<file path="src/rtl/txmb_pkg.sv">
package txmb_pkg;
  localparam int IDX_W = 7;
  typedef logic [IDX_W-1:0] mb_idx_t;
endpackage

</file>
<file path="src/rtl/txmb_lowest_set.sv">
module txmb_lowest_set
  import txmb_pkg::*;
#(
  parameter int N = 16
) (
  input  logic [N-1:0] req,
  output logic         hit,
  output mb_idx_t      idx
);
  always_comb begin
    hit = 1'b0;
    idx = '0;
    for (int i = N - 1; i >= 0; i--) begin
      if (req[i]) begin
        hit = 1'b1;
        idx = mb_idx_t'(i);
      end
    end
  end
endmodule

</file>
<file path="src/rtl/txmb_highest_set.sv">
module txmb_highest_set
  import txmb_pkg::*;
#(
  parameter int N = 16
) (
  input  logic [N-1:0] req,
  output logic         hit,
  output mb_idx_t      idx
);
  always_comb begin
    hit = 1'b0;
    idx = '0;
    for (int i = 0; i < N; i++) begin
      if (req[i]) begin
        hit = 1'b1;
        idx = mb_idx_t'(i);
      end
    end
  end
endmodule

</file>
<file path="src/rtl/txmb_arb_max.sv">
module txmb_arb_max
  import txmb_pkg::*;
#(
  parameter int N = 16,
  parameter int W = 8
) (
  input  logic [N-1:0]   req,
  input  logic [N*W-1:0] arb,
  output logic           hit,
  output mb_idx_t        idx
);
  logic [W-1:0] best;
  always_comb begin
    hit  = 1'b0;
    idx  = '0;
    best = '0;
    // ascending walk, strict compare: lower number keeps a tie
    for (int i = 0; i < N; i++) begin
      if (req[i] && (!hit || arb[i*W +: W] > best)) begin
        hit  = 1'b1;
        idx  = mb_idx_t'(i);
        best = arb[i*W +: W];
      end
    end
  end
endmodule

</file>
<file path="src/rtl/txmb_pick.sv">
module txmb_pick
  import txmb_pkg::*;
#(
  parameter int NUM_MB = 16,
  parameter int ARB_W  = 8
) (
  input  logic                    clk,
  input  logic                    rst,
  input  logic [NUM_MB-1:0]       mb_inactive,
  input  logic [NUM_MB-1:0]       mb_active_tx,
  input  logic [NUM_MB-1:0]       mb_busy,
  input  logic [NUM_MB*ARB_W-1:0] mb_arb,
  input  logic                    buf_order,
  input  logic [6:0]              max_idx,
  input  logic                    tx_ok,
  input  logic [6:0]              tx_ok_idx,
  output logic [6:0]              pick_idx,
  output logic                    inact_found,
  output logic                    prio_valid
);
  localparam mb_idx_t TOP_IDX = mb_idx_t'(NUM_MB - 1);
  localparam int      SNAP_W  = 3 * NUM_MB + NUM_MB * ARB_W + 1 + IDX_W;

  mb_idx_t last_idx;
  assign last_idx = (max_idx < TOP_IDX) ? max_idx : TOP_IDX;

  logic [NUM_MB-1:0] in_range;
  for (genvar g = 0; g < NUM_MB; g++) begin : g_range
    assign in_range[g] = (mb_idx_t'(g) <= last_idx);
  end

  logic [NUM_MB-1:0] elig, inact_req, act_req;
  assign elig      = in_range & ~mb_busy;
  assign inact_req = mb_inactive & elig;
  assign act_req   = mb_active_tx & elig;

  logic    lo_hit, hi_hit, mx_hit;
  mb_idx_t lo_idx, hi_idx, mx_idx;

  txmb_lowest_set #(.N(NUM_MB)) u_lowest (
    .req(inact_req), .hit(lo_hit), .idx(lo_idx)
  );
  txmb_highest_set #(.N(NUM_MB)) u_highest (
    .req(act_req), .hit(hi_hit), .idx(hi_idx)
  );
  txmb_arb_max #(.N(NUM_MB), .W(ARB_W)) u_argmax (
    .req(act_req), .arb(mb_arb), .hit(mx_hit), .idx(mx_idx)
  );

  mb_idx_t scan_idx;
  always_comb begin
    if (lo_hit)         scan_idx = lo_idx;
    else if (buf_order) scan_idx = hi_hit ? hi_idx : '0;
    else                scan_idx = mx_hit ? mx_idx : '0;
  end

  // snapshot of all scan inputs, loaded every cycle (also during reset)
  logic [SNAP_W-1:0] snap_now, snap_q;
  logic [NUM_MB-1:0] snap_inactive;
  assign snap_now = {mb_inactive, mb_active_tx, mb_busy, mb_arb, buf_order, max_idx};
  assign snap_inactive = snap_q[SNAP_W-1 -: NUM_MB];

  always_ff @(posedge clk) snap_q <= snap_now;

  logic chg;
  assign chg = (snap_now != snap_q);

  always_ff @(posedge clk) begin
    if (rst) begin
      pick_idx    <= '0;
      inact_found <= 1'b0;
      prio_valid  <= 1'b0;
    end else if (chg) begin
      pick_idx    <= scan_idx;
      inact_found <= lo_hit;
      prio_valid  <= 1'b0;
    end else if (!prio_valid) begin
      pick_idx    <= scan_idx;
      inact_found <= lo_hit;
      prio_valid  <= 1'b1;
    end else if (tx_ok && !inact_found) begin
      pick_idx    <= tx_ok_idx;
    end
  end

  a_r10_reset_clear: assert property (@(posedge clk)
    rst |=> (pick_idx == '0 && !inact_found && !prio_valid));

  a_r9_change_drops_valid: assert property (@(posedge clk) disable iff (rst)
    (!$stable(buf_order) || !$stable(max_idx) || !$stable(mb_inactive)) |=> !prio_valid);

  a_r2_found_is_inactive: assert property (@(posedge clk) disable iff (rst)
    (prio_valid && inact_found) |->
      (pick_idx <= TOP_IDX && snap_inactive[pick_idx[$clog2(NUM_MB > 1 ? NUM_MB : 2)-1:0]]));

  a_r6_tx_latch: assert property (@(posedge clk) disable iff (rst)
    (!chg && prio_valid && !inact_found && tx_ok) |=> pick_idx == $past(tx_ok_idx));

  a_r9_valid_holds: assert property (@(posedge clk) disable iff (rst)
    (!chg && prio_valid && !(tx_ok && !inact_found)) |=> (prio_valid && $stable(pick_idx)));
endmodule

</file>
<file path="config.mk">
export PLATFORM = sky130hd
export DESIGN_NAME = txmb_pick
export DESIGN_NICKNAME = d
export VERILOG_FILES = /design/src/rtl/txmb_pkg.sv /design/src/rtl/txmb_lowest_set.sv /design/src/rtl/txmb_highest_set.sv /design/src/rtl/txmb_arb_max.sv /design/src/rtl/txmb_pick.sv
export SDC_FILE = /design/constraint.sdc
export NUM_CORES = 1
export LEC_CHECK = 0
export ABC_AREA = 1
export CORE_MARGIN = 3
export CORE_UTILIZATION = 60
export CTS_CLUSTER_DIAMETER = 150
export DETAILED_ROUTE_END_ITERATION = 10
export PLACE_DENSITY = 0.87
export SYNTH_ARGS = -nofsm -noshare
export SYNTH_HDL_FRONTEND = slang
export SYNTH_HIERARCHICAL = 1
export SYNTH_SLANG_ARGS = --single-unit
</file>
<file path="constraint.sdc">
create_clock -name clk -period 40.7 [get_ports clk]
set_input_delay 4.07 -clock clk [delete_from_list [all_inputs] [get_ports clk]]
set_output_delay 4.07 -clock clk [all_outputs]
set_load 0.01 [all_outputs]
</file>
Word level (Yosys, flattened, before mapping) --
Cells that the tools add are included.
Cells by class: muxes and demuxes 119, reduce and logical (&&, ||, !) cells 47, order comparisons 32, equal/unequal tests 3, bitwise gates (word level) 4
Operators with widths (count):
- inequality test 184 bit | 1
- 2-to-1 mux 4 bit | 32
- greater-than comparator 8 bit | 15
- 2-to-1 mux 8 bit | 15
- less-or-equal comparator 4 x 7 -> 1 bit (first input constant) | 8
- 2-to-1 mux 7 bit | 8
- 2-to-1 mux 1 bit | 52
- AND 16 bit | 3
- less-or-equal comparator 3 x 7 -> 1 bit (first input constant) | 4
- 2-to-1 mux 3 bit | 8
- logical AND 1 bit | 16
- logical NOT 1 bit | 16
- inverter 16 bit | 1
- logical OR 1 bit | 15
- less-or-equal comparator 1 x 7 -> 1 bit (first input constant) | 2
- less-or-equal comparator 2 x 7 -> 1 bit (first input constant) | 2
- 2-to-1 mux 2 bit | 4
- < comparator 7 x 4 -> 1 bit (second input constant) | 1
- inequality test 3 x 1 -> 1 bit (second input constant) | 1
- inequality test 2 x 1 -> 1 bit (second input constant) | 1
Word-level totals: register bits after elaboration 193, output and inout bits 9

Longest topological paths before layout --
Gate-level depths: netlist of the first run.
depth after elaboration 71, gate-level depth with buffers 201, gate-level depth less buffers 189

Modules after synthesis --
Netlist of the first run, hierarchy kept.
By module, submodules not included:
- txmb_pick | times used 1, cells each 1149, seq. area each 3863.7 µm², area each 8503.2 µm²
- txmb_arb_max | times used 1, cells each 815, seq. area each 0.0 µm², area each 4694.5 µm²
- txmb_lowest_set | times used 1, cells each 53, seq. area each 0.0 µm², area each 235.2 µm²
- txmb_highest_set | times used 1, cells each 52, seq. area each 0.0 µm², area each 231.5 µm²

Worst setup path after synthesis of the first run --
Ideal clock, no wire load.
path kind input-to-reg, from input port mb_active_tx[0], to register pick_idx[2], stages 175, path buffers 13, arrival 22.927 ns, slack 17.663 ns, cells stage by stage inv_1 > nor2_1 > buf_4 > nand2_1 > ha_1 > a21o_1 > nor2_1 > nand2_1 > nand2_1 > nand2_1 > nand2_2 > clkbuf_1 > nand2_1 > o21ai_0 > ha_1 > inv_1 > nor2_1 > o21ai_1 > (+139 left out) > or2_2 > nand2_1 > ha_1 > nand2_1 > inv_1 > nand2_1 > o41ai_1 > o21ai_0 > a21oi_1 > nand2_1 > a21oi_1 > nand2_1 > nand3_1 > a31oi_1 > nand2_1 > nand2_1 > inv_1 > nor2_1
On the way: longest elaborated chain between the ends 67
RTL lines:
- start, declared | RTL line txmb_pick.sv:10 | input logic [NUM_MB-1:0] mb_active_tx,
- AND 16 bit * | RTL line txmb_pick.sv:35 | assign act_req = mb_active_tx & elig;
- net act_req[0] | RTL line txmb_pick.sv:32 | logic [NUM_MB-1:0] elig, inact_req, act_req;
- 2-to-1 mux 8 bit or 2-to-1 mux 1 bit (tied branches) | RTL line txmb_arb_max.sv:19 | if (req[i] && (!hit || arb[i*W +: W] > best)) begin
- greater-than comparator 8 bit or logical NOT 1 bit (tied branches) | RTL line txmb_arb_max.sv:19
- logical OR 1 bit | RTL line txmb_arb_max.sv:19
- logical AND 1 bit | RTL line txmb_arb_max.sv:19
- 2-to-1 mux 8 bit or 2-to-1 mux 1 bit (tied branches) | RTL line txmb_arb_max.sv:19
- greater-than comparator 8 bit or logical NOT 1 bit (tied branches) | RTL line txmb_arb_max.sv:19
- (+53 left out)
- logical AND 1 bit | RTL line txmb_arb_max.sv:19
- 2-to-1 mux 4 bit * | RTL line txmb_arb_max.sv:19
- net mx_idx[2] | RTL line txmb_pick.sv:38 | mb_idx_t lo_idx, hi_idx, mx_idx;
- 2-to-1 mux 7 bit * | RTL line txmb_pick.sv:54 | else scan_idx = mx_hit ? mx_idx : '0;
- 2-to-1 mux 7 bit * | RTL line txmb_pick.sv:53 | else if (buf_order) scan_idx = hi_hit ? hi_idx : '0;
- 2-to-1 mux 7 bit * | RTL line txmb_pick.sv:52 | if (lo_hit) scan_idx = lo_idx;
- 2-to-1 mux 7 bit | RTL line txmb_pick.sv:77 | end else if (!prio_valid) begin
- 2-to-1 mux 7 bit * | RTL line txmb_pick.sv:73 | end else if (chg) begin
- end signal, assigned | RTL line txmb_pick.sv:74 | pick_idx <= scan_idx;
- end signal, assigned | RTL line txmb_pick.sv:78 | pick_idx <= scan_idx;
- end signal, assigned | RTL line txmb_pick.sv:82 | pick_idx <= tx_ok_idx;
- end, declared | RTL line txmb_pick.sv:17 | output logic [6:0] pick_idx,
Mark *: on every way through the listed nets, which the timed path passes. The rest lies on a longest branch. A chain may end at the register's enable or synchronous reset.

Worst setup path after layout of the first run --
Same ends and word-level chain as after synthesis.

==> results of run 1 <==
cell type report:
cell class / count / area [sq um]
Multi-Input combinational cell: 1529 / 8386
Fill cell: 1768 / 5599
Sequential cell: 193 / 3864
Timing Repair Buffer: 203 / 2029
Inverter: 324 / 1230
Clock buffer: 18 / 439.2
Tap cell: 280 / 350.3
Clock inverter: 14 / 191.4
Antenna cell: 2 / 5.005
per-layer routing:
metal / track usage [%] / routed length, microns
met4: 11.80 / 1184
met5: 0 / 51
met2: 51.53 / 17600
met3: 5.637 / 2573
met1: 34.26 / 14910
report_power, final:
group	switching, W	internal [W]
clock network	0.0000817	0.000101
logic	0.000165	0.000114
registers	0.00000541	0.000199
total	0.000252	0.000414
path summary, 6_finish.rpt:
path	from	to	slack [ns]	cells after the start
setup reg to reg	snap_q[51]	pick_idx[2]	38.70	15
setup / recovery	mb_active_tx[0]	pick_idx[2]	13.88	160
hold / removal	inact_found	inact_found	0.51	2
hold reg to reg	inact_found	inact_found	0.51	2
per-stage QoR:
stage | hold WS, ns | area, sq um | worst slack, ns
after global routing | 0.5625 | 16490 | 11.30
after detailed placement | 0.5053 | 15860 | 14.07
after CTS | 0.5188 | 16490 | 14.39
after floorplan | 0.5063 | 13690 | 17.66
final | 0.5121 | 16490 | 13.88
after global placement | 0.4990 | 15860 | 14.56
state kept, by name, indices dropped and copies added (netlist names):
signal	cells
inact_found	1
prio_valid	1
snap_q	184
pick_idx	7
cells in the mapped netlist (2+ instances only):
cell / count / area share (%)
nor3b_1: 3 / 0.16
xnor2_1: 101 / 6.5
nor2_4: 4 / 0.33
inv_2: 22 / 0.60
nand4_1: 46 / 2.1
o21bai_1: 12 / 0.66
ha_1: 112 / 10
o21ai_1: 6 / 0.22
nand2_2: 24 / 1.1
or2_2: 19 / 0.87
nor2_2: 7 / 0.32
a211oi_1: 9 / 0.49
dfxtp_1: 193 / 28
a21oi_1: 36 / 1.3
o21a_1: 2 / 0.11
nor2_1: 227 / 6.2
and3_1: 4 / 0.18
clkbuf_1: 5 / 0.14
nand2_4: 9 / 0.74
nand3b_1: 3 / 0.16
and2_1: 10 / 0.46
conb_1: 3 / 0.082
a31oi_1: 7 / 0.32
or2_1: 2 / 0.092
xor2_1: 53 / 3.4
buf_2: 3 / 0.11
o21ai_0: 95 / 3.5
nor3_1: 8 / 0.29
clkinv_1: 7 / 0.19
buf_4: 14 / 0.77
o211ai_1: 5 / 0.27
inv_1: 294 / 8.1
nand2_1: 616 / 17
buf_6: 5 / 0.41
nand3_1: 86 / 3.1
a21o_1: 2 / 0.11
worst max-delay path: cells and delay by family:
family                   cells  cell delay [ns]
buffers and inverters        8             1.00
AND/OR/NAND/NOR             91             9.57
AO/OA/AOI/OAI               46             7.78
adder cells (fa/ha/maj)     15             4.70
cells by family after synthesis:
group           share of synthesized area [%]
xor+xnor                                9.871
other cells                           0.08240
fa+ha+maj                               10.26
buf+inv                                 10.52
compound gates                          7.243
simple gates                            33.75
flops                                   28.28
==> results.tsv, run 1 <==
stage	metric	value	unit
run_status	status	finished, final reports clean	
route	drc	0	
cells_and_area	instances_no_fill	2563	
route	vias_per_cell	5.201	
die	die_area	24620	sq um
cells_and_area	post-route-util	74.66	%
hold_path	hold_class	reg2reg	
setup_path	criticalPathCategory	in2reg	
cts	cts_resized	0	
timing	finalSetupViolCount	0	
timing	finalCritPeriodShare	65.90	%
job	drv_cap	0	
die	core	22090	sq um
timing	finalCriticalPeriod	26.82	ns
placement	dp_cells	2529	
cts	clkTransAtPathRegs	0.07	ns
setup_path	critPathLaunchType	input pin	
cts	clk_latency	0.45	ns
timing	grt_setup_unrepaired	false	
cells_and_area	finalNetCount	2574	
grt	grt_first_pass_wirelength	57.82	mm
synthesis	yosys_warnings	6	
die	row_count	54	
timing	maxSlewHeadroom	40.27	%
die	start_util	61.85	%
cts	clockRootBuffer	clkbuf_16	
pwr	power_density	40.36	nW/um^2
cts	htreeDepth	4	
synthesis	synth_ff_type	dfxtp_1	
setup_path	worst-path-max-fanout	19	
route	drtAntennaViolNets	0	
grt	antenna_found_initial	6	
synthesis	synth_edf_count	0	
route	drt-total-wl	36.31	mm
setup_path	required	41.04	ns
setup_path	cp-end-kind	register	
cts	cts_buffer_depth	2	
die	die_w	156.9	microns
timing	finalMaxSlewViolations	0	
grt	grt_max_degree	20	
cts	cts.hold.buffers_added	0	
pwr	p_leak	8.444	nW
timing	fin_setup_tns	0	ns
cts	cts_setup_buffers	0	
pwr	peakVddDrop	23.63	uV
placement	dp_hpwl	29.44	mm
cts	numCtsBuffers	17	
cells_and_area	final_common_cell	nand2_1	
route	first_iter_violations	896	
synthesis	syn-instance-count	2069	
grt	overflow	0	
route	vias	13330	
setup_path	crit_top_cell	nand2_1	
synthesis	synth_area_per_cell	6.604	sq um
cells_and_area	drive_gt1_share	5.480	%
route	drt-wirelength-per-cell	14.17	microns
setup_path	cpPeakStageDelay	0.51	ns
synthesis	async_flop_share	0	%
placement	portBuffers	202	
synthesis	synth_seq_cells	193	
placement	routabilityCongestion	0.9190	
cells_and_area	mostFrequentLayoutCells	616 x nand2_1, 294 x inv_1, 227 x nor2_1	
cts	cts_tree	built	
pwr	p_total	0.0006657	W
timing	finClkSkew	0.01272	ns
grt	first_global_vias	12820	
setup_path	arrival	27.16	ns
die	die-height	156.9	microns
synthesis	synth_area	13660	sq um
timing	hold_violations	0	
cells_and_area	syn_to_final_growth	20.71	%
synthesis	synth_cell_types	51	
synthesis	synth-seq-area-share	28.28	%
grt	track_usage	29.01	%
route	detail_route.first_pass.iterations	6	
setup_path	slowest_stage	clkdlybuf4s50_1	
cts	cts_num_sinks	193	
die	io_pins	203	
timing	tightest_slew	0.8891	ns
timing	fmax	0.03728	GHz
Note: power is estimated with default switching activity, not from simulation.
==> run 2, diff against run 1 <==
--- a/config.mk
+++ b/config.mk
@@ -7,10 +7,10 @@
 export LEC_CHECK = 0
 export ABC_AREA = 1
 export CORE_MARGIN = 3
-export CORE_UTILIZATION = 60
+export CORE_UTILIZATION = 56
 export CTS_CLUSTER_DIAMETER = 150
 export DETAILED_ROUTE_END_ITERATION = 10
-export PLACE_DENSITY = 0.87
+export PLACE_DENSITY = 0.82
 export SYNTH_ARGS = -nofsm -noshare
 export SYNTH_HDL_FRONTEND = slang
 export SYNTH_HIERARCHICAL = 1
==> constraint.sdc (replaced) <==
create_clock -name clk -period 27.4 [get_ports clk]
set_input_delay 2.74 -clock clk [delete_from_list [all_inputs] [get_ports clk]]
set_output_delay 2.74 -clock clk [all_outputs]
set_load 0.01 [all_outputs]
==> run 2 against run 1 <==
  * Sequential cell count did not move
  * Via count fell by 1.7%
  * Worst hold slack got worse by 0.0046 ns
  * Power up 45%
  * Design area about the same
  * Register-to-register slack lost 13 ns
  * Clock skew down 0.0027 ns
  * First-iteration DRC count is 0.45% lower
  * Critical path type unchanged
==> results.tsv, run 2 (synthesized netlist as in run 1, its figures left out) <==
stage	metric	value	unit	change
cts	cts_tree	built		
cts	numCtsBuffers	17		unchanged
timing	fin_setup_tns	0	ns	unchanged
grt	grtUsageMet3	3.749	%	-1.9 points
grt	antenna_found_initial	3		-3
route	drc	0		unchanged
timing	finalMaxSlewViolations	0		unchanged
setup_path	worst-path-max-fanout	19		unchanged
cells_and_area	mostFrequentLayoutCells	614 x nand2_1, 294 x inv_1, 226 x nor2_1		
setup_path	arrival	25.31	ns	-1.85 ns
route	drt-total-wl	36.08	mm	-0.65%
cts	cts_buffer_depth	2		unchanged
setup_path	cpPeakStageDelay	0.53	ns	+0.02 ns
die	die_w	162.2	microns	+3.4%
route	vias	13100		-1.7%
route	first_iter_violations	892		-0.45%
die	die_area	26310	sq um	+6.9%
cells_and_area	seq_area	3864	sq um	unchanged
setup_path	critPathTopFamily	simple AND/OR/NAND/NOR gates		
timing	grt_setup_unrepaired	false		
setup_path	crit_top_cell	nand2_1		
die	io_pins	203		unchanged
cells_and_area	top_register	snap_q		
grt	met2_usage	48.34	%	-3.2 points
cells_and_area	largest_reg_flops	184		unchanged
cts	clk_latency	0.43	ns	-0.02 ns
placement	routabilityCongestion	0.9074		-1.3%
grt	first_global_vias	12630		-1.5%
hold_path	hold_class	reg2reg		
pwr	p_total	0.0009676	W	+45%
setup_path	critPathLaunchType	input pin		
job	drv_cap	0		unchanged
grt	track_usage	27.25	%	-1.8 points
setup_path	slowest_stage	clkdlybuf4s50_1		
cells_and_area	multi_input_area	8393	sq um	about the same
timing	hold_violations	0		unchanged
pwr	p_leak	8.410	nW	-0.40%
pwr	peakVddDrop	34.23	uV	+45%
setup_path	path_buf_inv	13		+5
grt	busiest_layer	met2		
cells_and_area	final_common_cell	nand2_1		
timing	finalCriticalPeriod	24.98	ns	
setup_path	required	27.73	ns	-13.31 ns
timing	fmax	0.04004	GHz	
cts	clkTransAtPathRegs	0.07	ns	about the same
timing	tightest_slew	0.9418	ns	+0.05274 ns
setup_path	cp-end-kind	register		
grt	grt_max_degree	20		unchanged
cells_and_area	drive_gt1_share	5.482	%	about the same
die	row_count	56		+3.7%
die	core	23750	sq um	+7.5%
cts	cts_num_sinks	193		unchanged
cells_and_area	finalNetCount	2574		unchanged
pwr	power_density	58.66	nW/um^2	+45%
die	start_util	57.53	%	-4.3 points
route	drt-wirelength-per-cell	13.88	microns	-2.0%
placement	dp_hpwl	29.68	mm	+0.80%
cells_and_area	largestRegisters	snap_q (184), pick_idx (7)		
route	detail_route.first_pass.iterations	6		unchanged
run_status	status	finished, final reports clean		
cts	clockRootBuffer	clkbuf_16		
die	die-height	162.2	microns	+3.4%
route	vias_per_cell	5.042		-3.1%
cts	htreeDepth	4		unchanged
grt	grt_first_pass_wirelength	58.55	mm	+1.3%
setup_path	criticalPathCategory	in2reg		
timing	finalCritPeriodShare	91.16	%	
grt	overflow	0		unchanged
cells_and_area	syn_to_final_growth	20.70	%	about the same
cells_and_area	antenna_cells	0		-2
placement	portBuffers	202		unchanged
timing	finClkSkew	0.009970	ns	-0.002746 ns
cells_and_area	fill_cells	2045		+16%
timing	maxSlewHeadroom	36.73	%	-3.5 points
timing	finalSetupViolCount	0		unchanged
grt	use_met1	34.18	%	-0.079 points
route	drtAntennaViolNets	0		unchanged
-- run 2: final timing paths --
check	startpoint	endpoint	slack [ns]	depth (start not counted)
max reg2reg	snap_q[52]	pick_idx[3]	25.33	15
min	inact_found	inact_found	0.51	2
max	max_idx[6]	pick_idx[3]	2.42	164
min reg2reg	inact_found	inact_found	0.51	2
-- run 2: repair_timing --
action | in CTS | in global routing
hold buffers | 0 | 0
endpoints found under the setup margin | 0 | 4
setup buffers | 0 | 0
resized for setup | 0 | 7
-- run 2: tightest hold or removal path: stages, from the launching register on --
cell and delay (ns):
dfxtp_1 0.33, nand3_1 0.08, a21oi_1 0.05
-- run 2: stage by stage --
stage                     area (sq um)  utilization, %  hold slack [ns]  cells  setup slack (ns)
after floorplan                  13690               -           0.5063   2075             5.693
after global placement           15910           66.97           0.4980   2568             2.407
after detailed placement         15910           66.97           0.5030   2568             1.963
after CTS                        16490           69.41           0.5156   2599             2.299
after global routing             16490           69.44           0.5515   2599           0.06121
final                            16490           69.44           0.5075   2599             2.423
-- run 2: power breakdown --
group,switching (W),internal [W]
clock network,0.000113,0.000137
logic,0.000245,0.000169
registers,0.00000784,0.000296
-- run 2: final cells by class --
| type | count | area share, % |
|---|---|---|
| flip-flops and latches | 193 | 23.43 |
| repair buffers | 203 | 12.30 |
| clock buffers | 20 | 2.708 |
| multi-input cells | 1529 | 50.89 |
| well taps | 319 | 2.420 |
| clock inverters | 11 | 0.7965 |
| inverters | 324 | 7.457 |
-- run 2: routing by layer --
metal	wire length, microns	share of wire [%]
met1	15890	44
met2	17480	48
met3	1823	5.1
met4	843	2.3
met5	46	0.13
==> run 3, diff against run 2 <==
--- a/config.mk
+++ b/config.mk
@@ -7,10 +7,9 @@
 export LEC_CHECK = 0
 export ABC_AREA = 1
 export CORE_MARGIN = 3
-export CORE_UTILIZATION = 56
-export CTS_CLUSTER_DIAMETER = 150
+export CORE_UTILIZATION = 55
 export DETAILED_ROUTE_END_ITERATION = 10
-export PLACE_DENSITY = 0.82
+export PLACE_DENSITY = 0.81
 export SYNTH_ARGS = -nofsm -noshare
 export SYNTH_HDL_FRONTEND = slang
 export SYNTH_HIERARCHICAL = 1
==> run 3 against run 2 <==
  * Via count grew 0.79%
  * Fmax is essentially flat
  * Wire length grew 1.4%
  * Worst hold slack is essentially flat
  * Clock power grew 5%
  * Highest routed layer unchanged
  * Largest cell class unchanged
==> results.tsv, run 3 (synthesized netlist as in run 1, its figures left out) <==
stage	metric	value	unit	change
run_status	status	finished, final reports clean		
route	detail_route.first_pass.iterations	5		-1
timing	finalCritPeriodShare	91.09	%	about the same
cts	cts_num_sinks	193		unchanged
cells_and_area	final_common_cell	nand2_1		
setup_path	critPathTopFamily	simple AND/OR/NAND/NOR gates		
die	io_pins	203		unchanged
cts	htreeDepth	4		unchanged
cells_and_area	fill_cells	2137		+4.5%
setup_path	rr_startpoint	snap_q[36]		
setup_path	path_buf_inv	11		-2
placement	routabilityCongestion	0.9067		about the same
timing	finalSetupViolCount	0		unchanged
job	drv_cap	0		unchanged
die	die_area	26770	sq um	+1.8%
cells_and_area	largest_reg_flops	184		unchanged
grt	first_global_vias	12780		+1.2%
setup_path	required	27.74	ns	about the same
route	vias_per_cell	5.066		+0.48%
route	vias	13210		+0.79%
grt	busiest_layer	met2		
die	die-height	163.6	microns	+0.87%
grt	grt_first_pass_wirelength	58.70	mm	+0.25%
placement	portBuffers	202		unchanged
setup_path	critPathLaunchType	input pin		
route	drt-total-wl	36.60	mm	+1.4%
setup_path	cpPeakStageDelay	0.51	ns	-0.02 ns
setup_path	worst-path-max-fanout	19		unchanged
timing	fmax	0.04006	GHz	about the same
pwr	peakVddDrop	34.81	uV	+1.7%
grt	antenna_found_initial	5		+2
grt	grtUsageMet3	4.388	%	+0.64 points
hold_path	whs_path_depth	2		unchanged
cells_and_area	drive_gt1_share	5.655	%	+0.17 points
grt	overflow	0		unchanged
timing	tightest_slew	0.9414	ns	-0.0003715 ns
grt	use_met1	32.39	%	-1.8 points
setup_path	r2r_cells	15		unchanged
setup_path	crit_top_cell	nand2_1		
cells_and_area	multi_input_area	8401	sq um	about the same
setup_path	cp-end-kind	register		
setup_path	criticalPathCategory	in2reg		
cells_and_area	mostFrequentLayoutCells	613 x nand2_1, 294 x inv_1, 226 x nor2_1		
setup_path	r2r_end	pick_idx[3]		
die	core	24390	sq um	+2.7%
timing	finalCriticalPeriod	24.96	ns	-0.01728 ns
cts	cts.hold.buffers_added	0		unchanged
timing	finalMaxSlewViolations	0		unchanged
cts	clockRootBuffer	clkbuf_16		
pwr	power_density	59.28	nW/um^2	+1.1%
timing	grt_setup_unrepaired	false		
pwr	p_leak	8.442	nW	+0.38%
cells_and_area	syn_to_final_growth	21.22	%	
cts	cts_tree	built		
cts	clkTransAtPathRegs	0.08	ns	about the same
die	die_w	163.6	microns	+0.87%
setup_path	arrival	25.30	ns	about the same
route	drc	0		unchanged
die	row_count	57		+1.8%
cts	cts_buffer_depth	2		unchanged
timing	maxSlewHeadroom	37.01	%	+0.28 points
cells_and_area	finalNetCount	2574		unchanged
setup_path	slowest_stage	clkdlybuf4s50_1		
cells_and_area	top_register	snap_q		
route	drt-wirelength-per-cell	14.04	microns	+1.1%
setup_path	r2r_slack	25.37	ns	+0.04 ns
die	start_util	56.02	%	-1.5 points
placement	dp_hpwl	30.10	mm	+1.4%
route	drtAntennaViolNets	0		unchanged
grt	track_usage	27.15	%	-0.093 points
timing	fin_setup_tns	0	ns	unchanged
hold_path	hold_class	reg2reg		
timing	hold_violations	0		unchanged
timing	finClkSkew	0.01631	ns	+0.006339 ns
hold_path	min_to	inact_found		
route	first_iter_violations	896		+0.45%
timing	hold-worst-slack	0.5075	ns	+0.000008000 ns
hold_path	hold_start	inact_found		
cells_and_area	largestRegisters	snap_q (184), pick_idx (7)		
cts	numCtsBuffers	17		unchanged
cts	clk_latency	0.44	ns	about the same
grt	met2_usage	48.85	%	+0.51 points
grt	grt_max_degree	23		+15%
cells_and_area	seq_area	3864	sq um	unchanged
-- run 3: cell types whose count changed in the layout (fill, tap and decap cells not counted), sizes merged --
cell	previous run	this run
clkinv	11	15
diode	0	2
inv	318	323
bufinv	3	1
clkbuf	20	17
clkinvlp	3	0
-- run 3: final cells by class --
| type | count | share of cell area, % |
|---|---|---|
| diodes | 2 | 0.03022 |
| clock buffers | 17 | 2.568 |
| clock inverters | 15 | 1.231 |
| inverters | 324 | 7.426 |
| multi-input cells | 1529 | 50.72 |
| flip-flops and latches | 193 | 23.33 |
| well taps | 324 | 2.447 |
| repair buffers | 203 | 12.25 |
-- run 3: timing repair --
| item | in CTS | in global routing |
|---|---|---|
| buffers inserted | 0 | 0 |
| endpoints found under the setup margin | 0 | 4 |
| gates resized for setup | 0 | 9 |
-- run 3: through the flow --
stage          setup WS (ns)  cell area [sq um]  util [%]  power [W]  cells
2_1_floorplan          5.693              13690         -  0.0006019   2075
3_3_place_gp           2.129              15910     65.25  0.0007021   2573
3_5_place_dp           1.672              15910     65.25  0.0007183   2573
4_1_cts                2.000              16540     67.83  0.0009815   2605
5_1_grt              0.05681              16560     67.90   0.001056   2606
6_report               2.440              16560     67.91  0.0009819   2607
-- run 3: worst reg2reg max path, stage by stage, from the launching register on --
cell     delay, ns
dfxtp_1       0.34
inv_1         0.05
nand2_1       0.05
nand2_1       0.06
nor2_1        0.11
nand2_1       0.10
inv_1         0.06
nand2_1       0.04
nor2_1        0.20
nand2_1       0.09
nor2_1        0.22
nand2_1       0.15
nor2_4        0.21
nand4_1       0.11
nand2_1       0.10
nor2_1        0.04
-- run 3: worst max path at each step --
stage	from	end	slack [ns]	cells after the start
floorplan	mb_active_tx[0]	pick_idx[2]	5.69	175
finish	max_idx[6]	pick_idx[2]	2.44	160
detailed placement	mb_active_tx[0]	pick_idx[2]	1.67	157
global placement	mb_active_tx[0]	pick_idx[3]	2.13	156
CTS	mb_active_tx[0]	pick_idx[2]	2.00	157
global route	max_idx[6]	pick_idx[3]	0.06	161
-- run 3: power breakdown --
group,internal [W],switching (W),total [W]
Clock,0.000127,0.000135,0.000262
Sequential,0.000296,0.00000796,0.000304
Combinational,0.000169,0.000247,0.000416
-- run 3: routing by layer --
layer | vias up | share of wire (%) | routed length [microns]
li1 | 6834 | - | -
met1 | 5897 | 43 | 15670
met2 | 388 | 49 | 17790
met3 | 83 | 5.4 | 1977
met4 | 6 | 3.0 | 1116
met5 | - | 0.11 | 41
